**src/rtl/msg_host_irq_regs.sv**
```systemverilog
module msg_host_irq_regs #(
  parameter int ADDR_W = 9,
  parameter int DATA_W = 32
) (
  input  logic              clk,
  input  logic              rst_n,
  input  logic              psel,
  input  logic              penable,
  input  logic              pwrite,
  input  logic [ADDR_W-1:0] paddr,
  input  logic [DATA_W-1:0] pwdata,
  output logic [DATA_W-1:0] prdata,
  output logic              pready,
  output logic              irq_o
);
  localparam int WIDX_W   = ADDR_W - 2;
  localparam int OFS_DSCA = 'h028 >> 2;
  localparam int OFS_DSCB = 'h02C >> 2;
  localparam int OFS_CTL  = 'h04C >> 2;
  localparam int OFS_IST  = 'h050 >> 2;
  localparam int OFS_SSET = 'h1F0 >> 2;
  localparam int OFS_SCLR = 'h1F4 >> 2;
  localparam int BIT_POST = 29;
  localparam int BIT_ACK  = 16;
  localparam int BIT_RDY  = 17;

  logic [DATA_W-1:0] dsc_a, dsc_b, ctl_w, ist_w, swi_w;
  logic [WIDX_W-1:0] widx;
  logic              wr_en, raise, lower;
  logic              unused_lsb;

  assign widx       = paddr[ADDR_W-1:2];
  assign unused_lsb = &{1'b0, paddr[1:0]};
  assign wr_en      = psel & penable & pwrite;
  assign pready     = 1'b1;

  always_comb begin
    raise = 1'b0;
    lower = 1'b0;
    if (wr_en) begin
      case (widx)
        WIDX_W'(OFS_DSCB): raise = pwdata[BIT_POST];
        WIDX_W'(OFS_CTL):  lower = pwdata[BIT_ACK];
        WIDX_W'(OFS_IST):  lower = pwdata[BIT_ACK] | pwdata[BIT_POST];
        WIDX_W'(OFS_SSET): raise = 1'b1;
        WIDX_W'(OFS_SCLR): lower = 1'b1;
        default: ;
      endcase
    end
  end

  always_ff @(posedge clk or negedge rst_n) begin
    if (!rst_n) begin
      dsc_a <= '0;
      dsc_b <= '0;
      ctl_w <= '0;
      ist_w <= '0;
      swi_w <= '0;
      irq_o <= 1'b0;
    end else begin
      if (wr_en) begin
        case (widx)
          WIDX_W'(OFS_DSCA): dsc_a <= pwdata;
          WIDX_W'(OFS_DSCB): dsc_b <= pwdata;
          WIDX_W'(OFS_CTL):  ctl_w <= pwdata;
          WIDX_W'(OFS_IST):  ist_w <= pwdata;
          WIDX_W'(OFS_SSET): swi_w <= swi_w | pwdata;
          WIDX_W'(OFS_SCLR): swi_w <= swi_w & ~pwdata;
          default: ;
        endcase
      end
      if (raise)      irq_o <= 1'b1;
      else if (lower) irq_o <= 1'b0;
    end
  end

  always_comb begin
    case (widx)
      WIDX_W'(OFS_DSCA): prdata = dsc_a;
      WIDX_W'(OFS_DSCB): prdata = dsc_b;
      WIDX_W'(OFS_CTL):  prdata = ctl_w | (DATA_W'(1) << BIT_RDY);
      WIDX_W'(OFS_IST):  prdata = ist_w;
      WIDX_W'(OFS_SSET),
      WIDX_W'(OFS_SCLR): prdata = swi_w;
      default:           prdata = '0;
    endcase
  end
endmodule


```
**config.mk**
```make
export PLATFORM = sky130hd
export DESIGN_NAME = msg_host_irq_regs
export DESIGN_NICKNAME = d
export VERILOG_FILES = /design/src/rtl/msg_host_irq_regs.sv
export SDC_FILE = /design/constraint.sdc
export NUM_CORES = 1
export LEC_CHECK = 0
export BUFFER_PORTS_ARGS = -buffer_cell sky130_fd_sc_hd__clkbuf_2
export CORE_AREA = 8 8 136 138
export DETAILED_ROUTE_END_ITERATION = 12
export DIE_AREA = 0 0 144 146
export PLACE_DENSITY = 0.59
export SLEW_MARGIN = 0
export SYNTH_ARGS = -nofsm -noshare
export SYNTH_HDL_FRONTEND = slang
export SYNTH_SLANG_ARGS = --single-unit
```
**constraint.sdc**
```tcl
create_clock -name clk -period 2.2 [get_ports clk]
set_input_delay 0.33 -clock clk [delete_from_list [all_inputs] [get_ports clk]]
set_output_delay 0.33 -clock clk [all_outputs]
set_load 0.02 [all_outputs]
```
== Word-level counts from Yosys, hierarchy flattened ==
Index checks and enable logic that the tools add are counted.
W data, S select, Z words.

* Equality and inequality tests: 6
* Mux-type cells: 8
* Bitwise operators: 6
* Reduce and logical (&&, ||, !) cells: 8

{| class="wikitable"
|+ Operator list
! operator !! count
|-
| $pmux W32 S5 || 1
|-
| $pmux W32 S2 || 1
|-
| $and A32 B32 Y32 || 1
|-
| $not A32 Y32 || 1
|-
| $or A32 B32 Y32 || 1
|-
| $eq A7 B4 Y1 const B || 2
|-
| $eq A7 B5 Y1 const B || 2
|-
| $eq A7 B7 Y1 const B || 2
|-
| $reduce_and A2 Y1 || 5
|-
| $mux W1 || 4
|-
| $reduce_bool A2 Y1 || 2
|-
| $pmux W1 S3 || 1
|-
| $and A1 B1 Y1 || 2
|-
| $pmux W1 S2 || 1
|-
| $reduce_or A2 Y1 || 1
|-
| $or A1 B1 Y1 || 1
|}

* Register bits after elaboration: 161
* Input bits: 46
* Output and inout bits: 34
* Logic and storage cells: 34

== Depth between registers and ports, before layout ==
* Depth after elaboration: 5
* Depth in mapped cells: 7
* Mapped depth without buffers: 4

== Worst setup path before layout ==
Ideal clock, no wire load.

* Path type: input to output
* From: in paddr[2]
* To: out prdata[16]
* Arrival: 1777 ps
* Required time: 1870 ps
* Setup slack: 93 ps
* Cell stages on the path: 5
* Buffers on the path: 3
* Cells stage by stage: buf_2 buf_2 buf_1 mux2i_1 o221ai_1

* Word-level cells in the longest chain between the ends: 3
* Elaborated cells between the ends (all ways): 8
* Those cells by class: 6 x eq/ne; 1 x mux; 1 x reduce/logical

{| class="wikitable"
|+ RTL lines
! item !! line !! source
|-
| start, declared || 10 || <nowiki>input logic [ADDR_W-1:0] paddr,</nowiki>
|-
| $eq A7 B7 Y1 || 78 || <nowiki>case (widx)</nowiki>
|-
| $reduce_or A2 Y1 || 78 ||
|-
| $pmux W32 S5 (*) || 78 ||
|-
| end, declared || 12 || <nowiki>output logic [DATA_W-1:0] prdata,</nowiki>
|}

Mark *: on every way between the ends. The rest lies on a longest branch, timed or not.

== Worst setup path after layout ==
* From: in paddr[6]
* To: out prdata[10]

Same word-level chain as after synthesis.

==> impl_results.md <==
- Root buffer cell: clkbuf_16
- Clk pin slew, worst setup/hold paths: 0.06 ns
- Clk_skew: 0 ns
- Sequential power share: 0.462
- Cells after Synth: 555
- Grt ovf: 0
- Crit-path slowest cell: o221ai_1
- Critical path startpoint category: input port
- WP buf/inv: 5
- Synthesized area: 0.007246 sq mm
- CP cell instances: clkbuf_2 -> buf_4 -> nor4b_2 -> buf_4 -> nand2_2 -> buf_4 -> o221ai_1 -> buf_4
- Tmin final: 2.148 ns
- Final Cycle Share: 0.9766
- Die Height: 146 microns
- Final wirelength: 17860 microns
- Starting density of the core: 0.4448
- Layout cells sized above 1: 0.4220
- Achievable frequency: 0.4654 GHz
- Post-synth ARST share: 1.000
- Cell internal pwr: 5.246 mW
- DR vias: 5082
- Switching Fraction: 0.2135
- TNS Setup: 0 ns
- Slowest stage delay, CP: 0.29 ns
- CP top delay family: buffers and inverters
- Worst EP arrival: 1.82 ns
- Vias/cell: 5.815
- Hold Worst Slack: 0.1910 ns
- Largest net degree at the start of global routing: 50
- CP max FO: 8
- Top_reg_cell synth: dfrtp_1
- Setup violators final: 0
- ANT nets after route: 0
- Slew @ Worst Pin: 0.5039 ns
- Post-layout net count: 688
- CP Capture Type: primary output
- Initial DRC Count: 299
- Wirelength per Cell: 20.43 microns
- # rows: 47
- Setup CP Type: input port to primary output
- Status: finished clean
- Crit path top cell by count: buf_4
- Hold Fails Final Rpt: 0
- Die width: 144 microns
- Worst r2r src: ist_w[6]
- Post-route cell area: 0.008837 sq mm
- Antenna diodes: 0
- TritonRoute pass-1 iters: 5
- RePlAce Congestion: 0.7326
- RSZ-0062 raised after global routing: yes
- Post-DP Area: 0.008150 sq mm
- CTS buffer count: 17
- Worst EP required: 1.87 ns
- CTS tree: built
- Distinct cells, synth: 33
- Post-CTS setup buffer count: 0
- CORE AREA: 0.01629 sq mm
- R2r setup slk: 1.40 ns
- Hpwl dp: 11760 microns
- P_sw: 1.424 mW
- Initial antenna violation count: 0
- Num Clock Sinks: 160
- Pwr dens: 754.8 mW/mm^2
- Hold path start: pwdata[11]
- Drt drc: 0
- All-layer global routing usage: 0.1780
- I/O pin total: 80
- Final std cells w/o fill: 874
- Syn_nets: 601
- EDFF count, synth: 0
- Logic pwr share: 0.059
- Mean Syn Cell Area: 13.06 sq um
- H-tree levels: 4
- Commonest cells after routing, fill and taps aside: dfrtp_1, mux2_2, clkbuf_2
- Synth warnings: 0
- Max_cap viols: 0
- Post-Place Cells: 842
- Hold crit path type: input port to register
- Max Slew Vio Count: 0
- First-pass GRT wire length: 28970 microns
- Clock power share: 0.479
- Worst vdd ir: 557.9 uV
- Seq/Total Area, Yosys: 0.5526
- Vias in the first global route: 5479
- Static Leakage: 4.238 nW
- Crit. Startpoint: paddr[6]
- Clk buf depth: 2
- Clk Latency, worst-skew pair: 0.42 ns
- Post-synthesis register bit count: 160
- Commonest non-fill, non-tap cell in the layout: dfrtp_1
- Total Die Area: 0.02102 sq mm
- Port Buffers: 76
- Max-slew headroom: 0.6631
- Area grow syn2layout: 21.97%
## metal layers
layer  part of all wire  vias to the layer above  GRT usage
li1                   -                     2295          -
met2               0.52                      119     0.2976
met1               0.42                     2647     0.2183
met4              0.014                        0    0.06312
met3              0.045                       21    0.04265
met5                  0                        -          0
## what timing repair did
action	in CTS	in global routing
pin swaps	0	0
hold endpoints to repair	44	0
setup endpoints to repair	26	7
resized for setup	2	12
hold buffers	1	0
## path summary, 6_finish.rpt
kind,cells past startpoint,to
min,2,register
max reg2reg,1,ist_w[6]
max,8,prdata[10]
min in group asynchronous,2,async pin
min reg2reg,2,dsc_b[29]
max in group asynchronous,3,async pin
## synthesized netlist by cell type (2+ instances only)
cell	count	area, sq um
nand4_1	2	12.51
dfrtp_1	160	4004
buf_4	4	30.03
buf_2	7	35.03
nor3_2	2	20.02
mux2_1	8	90.09
inv_1	3	11.26
nor4bb_1	2	20.02
buf_6	3	33.78
a22oi_1	31	232.7
o221ai_1	32	280.3
a41oi_1	31	271.5
a21oi_1	32	160.2
buf_1	3	11.26
mux2i_1	32	320.3
nand2_1	37	138.9
nor2_1	2	7.510
mux2_2	119	1340
clkbuf_1	31	116.4
## layout make-up
cell class | instances | area (sq um)
Fill cell | 1387 | 7452
Sequential cell | 160 | 4004
Timing Repair Buffer | 116 | 842.1
Inverter | 3 | 11.26
Multi-Input combinational cell | 344 | 3057
Tap cell | 220 | 275.3
Clock inverter | 8 | 150.1
Clock buffer | 23 | 498.0
## per-stage QoR
step           utilization  worst slack, ns  power (mW)
2_1_floorplan            -          0.09290       3.297
3_3_place_gp        0.5003          -0.1723       3.511
3_5_place_dp        0.5003          -0.1935       3.532
4_1_cts             0.5414          0.01168       6.757
5_1_grt             0.5425         -0.02211       6.932
6_report            0.5425          0.05152       6.670
## power by group through the flow
stage	Clock, mW	Sequential, mW	Combinational, mW
CTS	3.28	3.08	0.400
global route	3.40	3.09	0.440
finish	3.19	3.08	0.395
detailed placement	0	3.13	0.397
floorplan	0	3.12	0.175
global placement	0	3.13	0.383
## cell families after synthesis
group | Yosys count | synth area share
AO/OA/AOI/OAI | 129 | 0.1335
buffers and inverters | 51 | 0.03281
flip-flops | 160 | 0.5526
multiplexers | 159 | 0.2416
other | 1 | 0.0005175
AND/OR/NAND/NOR | 55 | 0.03903
No activity file was read; power rests on OpenSTA's default activity.
